==> config.mk <==
export PLATFORM = sky130hd
export DESIGN_NAME = tmr_irq_ctrl
export DESIGN_NICKNAME = d
export VERILOG_FILES = /design/src/rtl/tmr_irq_pkg.sv /design/src/rtl/tmr_irq_trig_sync.sv /design/src/rtl/tmr_irq_sticky.sv /design/src/rtl/tmr_irq_regif.sv /design/src/rtl/tmr_irq_ctrl.sv
export SDC_FILE = /design/constraint.sdc
export NUM_CORES = 1
export LEC_CHECK = 0
export ABC_CLOCK_PERIOD_IN_PS = 1350
export BUFFER_PORTS_ARGS = -buffer_cell sky130_fd_sc_hd__buf_4
export CORE_MARGIN = 3
export CORE_UTILIZATION = 35
export DETAILED_ROUTE_END_ITERATION = 8
export GPL_TIMING_DRIVEN = 0
export PLACE_DENSITY = 0.73
export SETUP_SLACK_MARGIN = 0.5
export SYNTH_ARGS = -nofsm -noshare
export SYNTH_HDL_FRONTEND = slang
export SYNTH_SLANG_ARGS = --single-unit
==> constraint.sdc <==
create_clock -name clk -period 1.35 [get_ports clk]
set_input_delay 0.0675 -clock clk [delete_from_list [all_inputs] [get_ports clk]]
set_output_delay 0.0675 -clock clk [all_outputs]
set_load 0.005 [all_outputs]
==> src/rtl/tmr_irq_pkg.sv <==
package tmr_irq_pkg;

   // register addresses on the bus
   localparam int ADDR_FLAG = 0;
   localparam int ADDR_MASK = 1;
   localparam int ADDR_MISS = 2;

   // fixed bit of the update flag; channels start right above it
   localparam int UPD_POS  = 0;
   localparam int CH_BASE  = 1;

   // bits that hold a flag: update, channels, trigger
   function automatic logic [31:0] flag_bits(input int num_ch, input int trig_pos);
      logic [31:0] m;
      m = 32'd1 << UPD_POS;
      for (int i = 0; i < num_ch; i++) m[CH_BASE + i] = 1'b1;
      m[trig_pos] = 1'b1;
      return m;
   endfunction

   // bits that hold a missed indication: channels only
   function automatic logic [31:0] miss_bits(input int num_ch);
      logic [31:0] m;
      m = '0;
      for (int i = 0; i < num_ch; i++) m[CH_BASE + i] = 1'b1;
      return m;
   endfunction

endpackage

==> src/rtl/tmr_irq_trig_sync.sv <==
module tmr_irq_trig_sync #(
   parameter int SYNC_STAGES = 2
) (
   input  logic clk,
   input  logic rst_n,
   input  logic trig_in,
   input  logic both_edges,
   output logic trig_evt
);

   logic [SYNC_STAGES-1:0] sync_q;
   logic                   prev_q;
   logic                   sync_out;

   generate
      for (genvar g = 0; g < SYNC_STAGES; g++) begin : g_stage
         if (g == 0) begin : g_first
            always_ff @(posedge clk) begin
               if (!rst_n) sync_q[g] <= 1'b0;
               else        sync_q[g] <= trig_in;
            end
         end else begin : g_next
            always_ff @(posedge clk) begin
               if (!rst_n) sync_q[g] <= 1'b0;
               else        sync_q[g] <= sync_q[g-1];
            end
         end
      end
   endgenerate

   assign sync_out = sync_q[SYNC_STAGES-1];

   always_ff @(posedge clk) begin
      if (!rst_n) prev_q <= 1'b0;
      else        prev_q <= sync_out;
   end

   always_comb begin
      if (both_edges) trig_evt = sync_out ^ prev_q;
      else            trig_evt = sync_out & ~prev_q;
   end

endmodule

==> src/rtl/tmr_irq_sticky.sv <==
module tmr_irq_sticky (
   input  logic clk,
   input  logic rst_n,
   input  logic set_i,
   input  logic clr_i,
   output logic q_o
);

   // set has priority over clear
   always_ff @(posedge clk) begin
      if (!rst_n)     q_o <= 1'b0;
      else if (set_i) q_o <= 1'b1;
      else if (clr_i) q_o <= 1'b0;
   end

endmodule

==> src/rtl/tmr_irq_regif.sv <==
module tmr_irq_regif
   import tmr_irq_pkg::*;
#(
   parameter int                ADDR_W    = 2,
   parameter int                DATA_W    = 8,
   parameter logic [DATA_W-1:0] MASK_IMPL = '1
) (
   input  logic              clk,
   input  logic              rst_n,
   input  logic              bus_sel,
   input  logic              bus_wr,
   input  logic [ADDR_W-1:0] bus_addr,
   input  logic [DATA_W-1:0] bus_wdata,
   input  logic [DATA_W-1:0] flag_q,
   input  logic [DATA_W-1:0] miss_q,
   output logic [DATA_W-1:0] flag_w1c,
   output logic [DATA_W-1:0] miss_w1c,
   output logic [DATA_W-1:0] mask_q,
   output logic [DATA_W-1:0] bus_rdata
);

   logic hit_flag, hit_mask, hit_miss;
   logic do_wr;

   assign hit_flag = (bus_addr == ADDR_W'(ADDR_FLAG));
   assign hit_mask = (bus_addr == ADDR_W'(ADDR_MASK));
   assign hit_miss = (bus_addr == ADDR_W'(ADDR_MISS));
   assign do_wr    = bus_sel & bus_wr;

   assign flag_w1c = (do_wr && hit_flag) ? bus_wdata : '0;
   assign miss_w1c = (do_wr && hit_miss) ? bus_wdata : '0;

   always_ff @(posedge clk) begin
      if (!rst_n)                mask_q <= '0;
      else if (do_wr && hit_mask) mask_q <= bus_wdata & MASK_IMPL;
   end

   always_comb begin
      bus_rdata = '0;
      if (hit_flag)      bus_rdata = flag_q;
      else if (hit_mask) bus_rdata = mask_q;
      else if (hit_miss) bus_rdata = miss_q;
   end

endmodule

==> src/rtl/tmr_irq_ctrl.sv <==
module tmr_irq_ctrl
   import tmr_irq_pkg::*;
#(
   parameter int NUM_CH      = 4,
   parameter int ADDR_W      = 2,
   parameter int DATA_W      = 8,
   parameter int TRIG_BIT    = 6,
   parameter int SYNC_STAGES = 2
) (
   input  logic              clk,
   input  logic              rst_n,
   input  logic              ext_trig,
   input  logic              gated_mode,
   input  logic [NUM_CH-1:0] cc_evt,
   input  logic [NUM_CH-1:0] cc_capmode,
   input  logic [NUM_CH-1:0] cc_rd,
   input  logic              upd_evt,
   input  logic              bus_sel,
   input  logic              bus_wr,
   input  logic [ADDR_W-1:0] bus_addr,
   input  logic [DATA_W-1:0] bus_wdata,
   output logic [DATA_W-1:0] bus_rdata,
   output logic              irq
);

   localparam logic [DATA_W-1:0] FLAG_IMPL = DATA_W'(flag_bits(NUM_CH, TRIG_BIT));
   localparam logic [DATA_W-1:0] MISS_IMPL = DATA_W'(miss_bits(NUM_CH));

   generate
      if (NUM_CH < 1 || CH_BASE + NUM_CH > TRIG_BIT) begin : g_bad_ch
         $error("tmr_irq_ctrl: channel bits must lie below the trigger bit");
      end
      if (TRIG_BIT >= DATA_W) begin : g_bad_trig
         $error("tmr_irq_ctrl: trigger bit outside data width");
      end
      if (ADDR_W < 2) begin : g_bad_addr
         $error("tmr_irq_ctrl: address needs at least 2 bits");
      end
      if (SYNC_STAGES < 2) begin : g_bad_sync
         $error("tmr_irq_ctrl: synchroniser needs at least 2 stages");
      end
   endgenerate

   logic [DATA_W-1:0] flag_q, miss_q, mask_q;
   logic [DATA_W-1:0] flag_w1c, miss_w1c;
   logic [DATA_W-1:0] flag_set, flag_clr, miss_set;
   logic [NUM_CH-1:0] rd_clr;
   logic              trig_evt;

   tmr_irq_trig_sync #(.SYNC_STAGES(SYNC_STAGES)) u_trig (
      .clk        (clk),
      .rst_n      (rst_n),
      .trig_in    (ext_trig),
      .both_edges (gated_mode),
      .trig_evt   (trig_evt)
   );

   assign rd_clr = cc_rd & cc_capmode;

   // set and clear sources per bit position
   always_comb begin
      flag_set = '0;
      flag_clr = flag_w1c;
      miss_set = '0;
      flag_set[UPD_POS]  = upd_evt;
      flag_set[TRIG_BIT] = trig_evt;
      for (int k = 0; k < NUM_CH; k++) begin
         flag_set[CH_BASE+k] = cc_evt[k];
         flag_clr[CH_BASE+k] = flag_w1c[CH_BASE+k] | rd_clr[k];
         miss_set[CH_BASE+k] = cc_evt[k] & flag_q[CH_BASE+k] & ~rd_clr[k];
      end
   end

   generate
      for (genvar b = 0; b < DATA_W; b++) begin : g_bit
         if (FLAG_IMPL[b]) begin : g_flag
            tmr_irq_sticky u_flag (
               .clk   (clk),
               .rst_n (rst_n),
               .set_i (flag_set[b]),
               .clr_i (flag_clr[b]),
               .q_o   (flag_q[b])
            );
         end else begin : g_noflag
            assign flag_q[b] = 1'b0;
         end
         if (MISS_IMPL[b]) begin : g_miss
            tmr_irq_sticky u_miss (
               .clk   (clk),
               .rst_n (rst_n),
               .set_i (miss_set[b]),
               .clr_i (miss_w1c[b]),
               .q_o   (miss_q[b])
            );
         end else begin : g_nomiss
            assign miss_q[b] = 1'b0;
         end
      end
   endgenerate

   tmr_irq_regif #(
      .ADDR_W    (ADDR_W),
      .DATA_W    (DATA_W),
      .MASK_IMPL (FLAG_IMPL)
   ) u_regif (
      .clk       (clk),
      .rst_n     (rst_n),
      .bus_sel   (bus_sel),
      .bus_wr    (bus_wr),
      .bus_addr  (bus_addr),
      .bus_wdata (bus_wdata),
      .flag_q    (flag_q),
      .miss_q    (miss_q),
      .flag_w1c  (flag_w1c),
      .miss_w1c  (miss_w1c),
      .mask_q    (mask_q),
      .bus_rdata (bus_rdata)
   );

   assign irq = |(flag_q & mask_q);

endmodule

==> run metrics, run 1 <==
Remaining DRCs 0; Synth Register Bits 19; Via Count 901; Worst Hold Launch upd_evt; Routed Antenna Nets 0; main combinational cell family by area after synthesis compound AO/OA/AOI/OAI gates; CTS H-tree lvls 1; reg-to-reg slack, setup 0.45 ns; largest net degree at the start of global routing 12; Simple-Gate Fraction of Synth Area 18.9%; Routed WL per cell 13.8 µm; Num CTS Buffers 3; row count 18; Hold WS 0.0144 ns; commonest cells after routing, fill and taps aside buf_4 (38), mux2i_1 (12), nand2_1 (12), dfxtp_2 (9), dfxtp_1 (8); Setup WS post-layout between 0.15 and 0.2 ns; dominant synthesized flop cell dfxtp_1; Worst Hold Path EP g_bit[0].g_flag.u_flag.q_o; post-route cell area 1460 µm²; dpl ws 0.189 ns; most common cell after layout, fill and taps aside buf_4; Buffers on Ports 31; Cell Area, Placed 1250 µm²; multiplexer area fraction after synthesis 12.4%; LEAKAGE 0.714 nW; EDFF count, synth 0; Post-Syn Area 966 µm²; CORE AREA 2540 µm²; max_cap viols 0; All-Layer GR Usage approximately 16%; grt ovf 0; Worst IR Drop VDD 539 µV; DP HPWL roughly 1.7 mm; Initial Util 38.0%; Die X approximately 59 µm; GPL Wtd Cong 0.836; first-pass GRT wire length 4.06 mm; critical path type reg -> out; Startpoint Class flip-flop; Synth Area in XOR/XNOR 0%; Final setup viols 0; Power Dens Cells just under 800 nW/µm²; area of the die roughly 3400 µm²; sequential share of the synthesized area 39.4%; initial antenna violation count 0; CTS clk-pin slew, worst paths 0.11 ns; I/O Pins 38; Netlist cell types 24; Initial DRC Count 13; Seq. cell area 399 µm²; DRT Pass-1 Iters 3; Arr. time, crit path 1.09 ns; Final nets between 150 and 200; CTS Buffer Depth 2; vias in the first global route 923; Crit. End Element output port; Hold/Removal Path Class in -> reg; placed cells about 160; critical path, cell by cell a22oi_2 > nand3_1 > buf_4; syn avg cell area 9.47 µm²; Crit Path Max Fanout 3; setup_tns 0 ns; Multi-input gate area 569 µm²; fin crit period 1.16 ns; CTS tree built; Fin. Hold Viols 0; slowest CP cell dfxtp_2; antenna fix cells 0; Clock Latency Late Sink 0.29 ns; R2R depth 4; Chip Height 58.5 µm; FFs w/ async S/R, synth 0%; Fillers 230; final cell count without fillers 180; fin crit share 85.8%; vias per cell 5.01; share of layout cells above drive strength 1 a little under half; Critical Path Max Stage Delay 0.35 ns; run status completed; FF-to-FF End g_bit[6].g_flag.u_flag.q_o; Cells after Synth around 100; FMAX 863 MHz; Clock Sinks 19; data required time of the worst path 1.28 ns; unrepaired setup endpoints after global routing yes; post-synthesis adder-cell area fraction 1.30%; hold depth 3; final WL ~2.5 mm; FF-to-FF Start u_trig.prev_q; clk root buf clkbuf_4; final setup skew between 0.0002 and 0.00025 ns; Synth Area in Compound Gates about 21%; max-slew violations 0; Synth Warn # 0; Area growth, synth to finish 50.6%
## cell usage after synthesis (3+ instances only)
cell / instances / area share [%]
nor2b_1: 7 / 4.5
nor2_1: 3 / 1.2
a21oi_1: 5 / 2.6
and2_1: 3 / 1.9
mux2i_1: 12 / 12
inv_1: 6 / 2.3
nand2_1: 12 / 4.7
o21a_1: 5 / 3.9
o21ai_0: 5 / 2.6
a221oi_1: 4 / 3.6
a22oi_1: 3 / 2.3
dfxtp_1: 19 / 39
a41o_1: 4 / 4.1
## cell families (layout without fill, tap and decap cells)
family,after synthesis,in the layout
other,1,2
muxes,12,12
adders and majority gates,1,1
DFF,19,19
AOI/OAI and AO/OA,28,28
and+or+nand+nor,29,29
buffers and inverters,12,59
## sequential cells by signal, indices dropped and copies added (netlist names)
| name | cells |
|---|---|
| u_trig.prev_q | 1 |
| u_trig.sync_q | 1 |
| g_bit.g_flag.u_flag.q_o | 6 |
| g_bit.g_miss.u_miss.q_o | 4 |
| u_regif.mask_q | 6 |
| u_trig.sync_out | 1 |
## critical path: cells and delay by family (launching register included)
family | cells | cell delay (ns)
AOI/OAI and AO/OA | 1 | 0.21
and+or+nand+nor | 1 | 0.09
buffers and inverters | 1 | 0.14
DFF | 1 | 0.35
## worst max-delay path by stage
stage / end / startpoint / cells after the start / slack, ns
floorplan: g_bit[1].g_flag.u_flag.q_o / bus_addr[1] / 4 / 0.39
global placement: g_bit[4].g_flag.u_flag.q_o / bus_addr[1] / 4 / 0.20
detailed placement: g_bit[1].g_flag.u_flag.q_o / bus_addr[1] / 4 / 0.19
CTS: irq / u_regif.mask_q[4] / 3 / 0.21
global route: irq / u_regif.mask_q[4] / 3 / 0.14
finish: irq / u_regif.mask_q[4] / 3 / 0.19
## stage by stage
stage	utilization (%)	total power, mW
2_1_floorplan	-	0.724
3_3_place_gp	49.2	0.825
3_5_place_dp	49.2	0.832
4_1_cts	54.9	1.15
5_1_grt	57.2	1.23
6_report	57.2	1.16
## power breakdown
group	switching, mW	internal [mW]
clock	0.182	0.110
sequential	0.0222	0.591
combinational	0.0997	0.153
## timing repair
action	CTS	global route
hold buffers	6	0
pin swaps	3	4
resized for setup	17	11
hold endpoints to repair	6	0
setup buffers	3	3
endpoints found under the setup margin	11	12
## metal layers
metal	wire length (µm)	track usage (%)	part of all wire, %
met5	0	0	0
met4	37	6.95	1.5
met3	106	2.41	4.3
met2	1280	28.9	51
met1	1070	18.3	43
## final cells by class
cell class | count | area share [%]
buffer | 6 | 3.96
multi-input combinational | 72 | 39.1
clock inverter | 1 | 0.344
clock buffer | 3 | 1.55
sequential | 19 | 27.4
inverter | 6 | 1.55
timing repair buffer | 43 | 23.5
tap | 30 | 2.58
No activity file was read; power rests on OpenSTA's default activity.
==> run 2: changes to the inputs <==
--- a/config.mk
+++ b/config.mk
@@ -6,12 +6,12 @@
 export NUM_CORES = 1
 export LEC_CHECK = 0
 export ABC_CLOCK_PERIOD_IN_PS = 1350
-export BUFFER_PORTS_ARGS = -buffer_cell sky130_fd_sc_hd__buf_4
+export BUFFER_PORTS_ARGS = -buffer_cell sky130_fd_sc_hd__buf_2
 export CORE_MARGIN = 3
-export CORE_UTILIZATION = 35
+export CORE_UTILIZATION = 40
 export DETAILED_ROUTE_END_ITERATION = 8
 export GPL_TIMING_DRIVEN = 0
-export PLACE_DENSITY = 0.73
+export PLACE_DENSITY = 0.8
 export SETUP_SLACK_MARGIN = 0.5
 export SYNTH_ARGS = -nofsm -noshare
 export SYNTH_HDL_FRONTEND = slang
==> run metrics, run 2 (same netlist as run 1, synthesis figures left out) <==
Num CTS Buffers 3; Clock Latency Late Sink approximately 0.30 ns; DRT Pass-1 Iters 4; GR Layer Usage met1 21.6%; FMAX 865 MHz; clk root buf clkbuf_4; CTS clk-pin slew, worst paths 0.11 ns; Die X 55.1 µm; Startpoint Class flip-flop; All-Layer GR Usage 17.1%; GPL Wtd Cong slightly above 0.8; reg-to-reg slack, setup 0.42 ns; Routed WL per cell 14.0 µm; Hold/Removal Path Class in -> reg; fin crit share 85.7%; Multi-input gate area about 580 µm²; data required time of the worst path 1.28 ns; Routed Antenna Nets 0; setup_tns 0 ns; critical path startpoint g_bit[4].g_flag.u_flag.q_o; DP HPWL roughly 1.7 mm; dpl ws 0.153 ns; Initial DRC Count 15; CTS H-tree lvls 1; most used routing layer met2; unrepaired setup endpoints after global routing yes; FF-to-FF Start g_bit[2].g_flag.u_flag.q_o; CORE AREA 2250 µm²; row count 17; I/O Pins 38; Final setup viols 0; largest net degree at the start of global routing 12; final setup skew 0.00340 ns; Via Count 926; commonest cells after routing, fill and taps aside buf_2 (31), mux2i_1 (12), nand2_1 (12), dfxtp_1 (11), dfxtp_2 (8); Switching Share 26.8%; Remaining DRCs 0; Final nets 182; antenna fix cells 0; max-slew violations 0; max_cap viols 0; sequential share of power 53.5%; Core Util, Final 61.6%; total net switching power 0.306 mW; Worst Hold Launch cc_evt[3]; Crit. End Element output port; Worst IR Drop VDD a little over 700 µV; most common cell after layout, fill and taps aside buf_2; GRT met2 Usage ~29%; Chip Height 55.1 µm; CTS tree built; Setup WS post-layout between 0.15 and 0.2 ns; Fillers 201; vias in the first global route about 840; Power Dens Cells about 820 nW/µm²; initial antenna violation count 0; top flop regs g_bit.g_flag.u_flag.q_o (6), u_regif.mask_q (6), g_bit.g_miss.u_miss.q_o (4); Seq. cell area a little under 400 µm²; Arr. time, crit path 1.09 ns; run status completed; Clock power frac 25.3%; Initial Util 42.8%; fin crit period 1.16 ns; LEAKAGE 0.702 nW; Area growth, synth to finish 43.8%; vias per cell 5.17; area of the die 3040 µm²; share of layout cells above drive strength 1 45.7%; total power 1.14 mW; Crit Path Max Fanout 3; final WL 2.51 mm; Clock Sinks 19; first-pass GRT wire length 3.67 mm; CTS Buffer Depth 2; Internal Power 0.839 mW; GRT met3 Usage 3.75%; Buffers on Ports 31; grt ovf 0; combinational share of power 21.1%; Fin. Hold Viols 0; critical path type reg -> out
-- run 2: cell count changes in the layout (fill, tap and decap cells not counted) --
cell | before | now
buf_6 | 1 | 4
inv_2 | 2 | 3
dfxtp_1 | 8 | 11
inv_1 | 4 | 3
dfxtp_2 | 9 | 8
buf_2 | 0 | 31
a221oi_2 | 3 | 4
dfxtp_4 | 2 | 0
dlygate4sd3_1 | 6 | 5
a221oi_1 | 1 | 0
buf_4 | 38 | 6
-- run 2: final cells by class --
| class | count | area share (%) |
|---|---|---|
| buffer | 6 | 4.14 |
| clock buffer | 3 | 1.62 |
| clock inverter | 1 | 0.360 |
| inverter | 6 | 1.62 |
| multi-input combinational | 72 | 41.4 |
| sequential | 19 | 28.1 |
| tap | 28 | 2.52 |
| timing repair buffer | 44 | 20.2 |
-- run 2: path summary, 6_finish.rpt --
path	end	cells after the start
worst max-delay path	irq	3
worst max register to register	g_bit[2].g_flag.u_flag.q_o	5
worst min-delay path	g_bit[4].g_flag.u_flag.q_o	2
worst min register to register	u_trig.sync_out	1
-- run 2: power groups by stage --
stage                     Combinational, mW  Clock (mW)  Sequential, mW
after floorplan                       0.108           0           0.616
after global placement                0.177           0           0.620
after detailed placement              0.185           0           0.622
after CTS                             0.225       0.288           0.611
after global routing                  0.264       0.321           0.617
final                                 0.242       0.290           0.613
-- run 2: per-stage QoR --
step / hold WS (ns) / instances / area (µm²)
3_3_place_gp: 0.275 / 162 / 1170
4_1_cts: 0.00184 / 177 / 1340
6_report: 0.000539 / 179 / 1390
2_1_floorplan: 0.176 / 103 / 982
5_1_grt: 0.00812 / 179 / 1390
3_5_place_dp: 0.278 / 162 / 1170
-- run 2: per-layer routing --
layer | up-vias | part of all wire [%]
met5 | - | 0
met2 | 31 | 48
li1 | 460 | -
met3 | 4 | 6.1
met4 | 0 | 0.92
met1 | 431 | 45
-- run 2: timing repair --
item	CTS	global route
pin swaps	4	6
gates resized for setup	18	11
hold buffers	5	0
hold endpoints to repair	5	0
buffers inserted	6	2
setup endpoints to repair	12	12
-- run 2: worst max-delay path: stages, from the launching register on --
cell and delay [ns]:
dfxtp_2 0.35, a22oi_2 0.21, nand3_1 0.10, buf_2 0.14
==> run 3: changes to the inputs <==
--- a/config.mk
+++ b/config.mk
@@ -6,7 +6,7 @@
 export NUM_CORES = 1
 export LEC_CHECK = 0
 export ABC_CLOCK_PERIOD_IN_PS = 1350
-export BUFFER_PORTS_ARGS = -buffer_cell sky130_fd_sc_hd__buf_2
+export BUFFER_PORTS_ARGS = -buffer_cell sky130_fd_sc_hd__clkbuf_2
 export CORE_MARGIN = 3
 export CORE_UTILIZATION = 40
 export DETAILED_ROUTE_END_ITERATION = 8
==> run metrics, run 3 (same netlist as run 1, synthesis figures left out) <==
Crit Path Max Fanout 2; Setup WS post-layout approximately 0.25 ns; I/O Pins 38; top flop regs g_bit.g_flag.u_flag.q_o (6), u_regif.mask_q (6), g_bit.g_miss.u_miss.q_o (4); Area growth, synth to finish 43.1%; largest net degree at the start of global routing 11; Routed WL per cell 13.7 µm; DRT Pass-1 Iters 4; Crit. End Element output port; Critical Path Max Stage Delay 0.34 ns; Routed Antenna Nets 0; slowest CP cell dfxtp_2; most common cell after layout, fill and taps aside clkbuf_2; Initial DRC Count 10; CTS clk-pin slew, worst paths 0.10 ns; setup_tns 0 ns; GPL Wtd Cong 0.811; clk root buf clkbuf_4; fin crit period 1.10 ns; Clock Sinks 19; CTS tree built; Remaining DRCs 0; data required time of the worst path about 1.3 ns; Arr. time, crit path between 1 and 1.5 ns; CORE AREA 2250 µm²; Chip Height 55.1 µm; WP buf/inv 1; LEAKAGE ~0.69 nW; Startpoint Class flip-flop; max-slew violations 0; share of layout cells above drive strength 1 47.0%; final setup skew 0.00270 ns; Fillers ~200; Power Dens Cells 816 nW/µm²; fin crit share 81.8%; first-pass GRT wire length 3.59 mm; CTS H-tree lvls 1; Fin. Hold Viols 1; Crit path max-delay family flip-flops; max_cap viols 0; Num CTS Buffers 3; failing checks hold timing; Hold WS -0.000831 ns; area of the die 3040 µm²; critical path, cell by cell a22oi_2 > nand3_1 > clkbuf_2; CTS Buffer Depth 2; Initial Util 42.8%; All-Layer GR Usage 16.6%; Core Util, Final 61.3%; Via Count a little over 900; vias in the first global route 862; Worst IR Drop VDD 620 µV; dpl ws 0.128 ns; final WL 2.43 mm; vias per cell 5.17; commonest cells after routing, fill and taps aside clkbuf_2 (29), mux2i_1 (12), nand2_1 (12), dfxtp_2 (11), nor2b_1 (7); Hold/Removal Path Class in -> reg; placed cells about 160; critical path type reg -> out; initial antenna violation count 0; FMAX 906 MHz; antenna fix cells 0; Clock Latency Late Sink 0.29 ns; Die X 55.1 µm; grt ovf 0; run status complete, but fails checks; unrepaired setup endpoints after global routing yes; final cell count without fillers 177; DP HPWL 1.73 mm; Final nets 180; Final setup viols 0; row count 17; Buffers on Ports 31
==> run 3: changes by cell type in the layout (fill, tap and decap cells not counted), moves of 2 or more <==
cell	previous run	this run
buf_2	31	2
clkbuf_2	0	29
dfxtp_1	11	6
dfxtp_2	8	11
dfxtp_4	0	2
==> run 3: per-layer routing <==
layer / share of wire (%) / up-vias / global-route usage (%)
met1: 45 / 425 / 21.4
met3: 5.1 / 4 / 3.22
met5: 0 / - / 0
li1: - / 460 / -
met4: 0.99 / 0 / 4.86
met2: 49 / 26 / 28.0
==> run 3: what timing repair did <==
| item | CTS | global route |
|---|---|---|
| pin swaps | 4 | 3 |
| endpoints found under the hold margin | 4 | 1 |
| buffers inserted | 4 | 2 |
| endpoints found under the setup margin | 12 | 12 |
| hold buffers | 4 | 1 |
| resized for setup | 18 | 17 |
==> run 3: through the flow <==
| step | hold slack [ns] | total power, mW | cell area [µm²] |
|---|---|---|---|
| after floorplan | 0.176 | 0.724 | 982 |
| after global placement | 0.275 | 0.797 | 1170 |
| after detailed placement | 0.282 | 0.806 | 1170 |
| after CTS | 0.00215 | 1.11 | 1300 |
| after global routing | 0.000898 | 1.18 | 1380 |
| final | -0.000831 | 1.13 | 1380 |
==> run 3: power by group <==
part | internal (mW) | switching, mW
clock network | 0.115 | 0.169
logic | 0.129 | 0.100
registers | 0.591 | 0.0235
total | 0.835 | 0.292
==> run 3: cell type report <==
cell class | count | area (µm²) | area share (%)
inverter | 6 | 22.5 | 1.63
multi-input combinational | 72 | 578 | 41.8
timing repair buffer | 42 | 262 | 18.9
clock buffer | 4 | 26.3 | 1.90
buffer | 6 | 57.6 | 4.16
tap | 28 | 35.0 | 2.53
sequential | 19 | 402 | 29.0
==> run 3: final timing paths <==
kind	from	endpoint	slack [ns]	cells past startpoint
max	u_regif.mask_q[4]	irq	0.25	3
min	cc_evt[2]	g_bit[3].g_flag.u_flag.q_o	-0.0008	2
max reg2reg	g_bit[2].g_flag.u_flag.q_o	g_bit[2].g_flag.u_flag.q_o	0.42	5
min reg2reg	u_trig.sync_q[0]	u_trig.sync_out	0.47	1
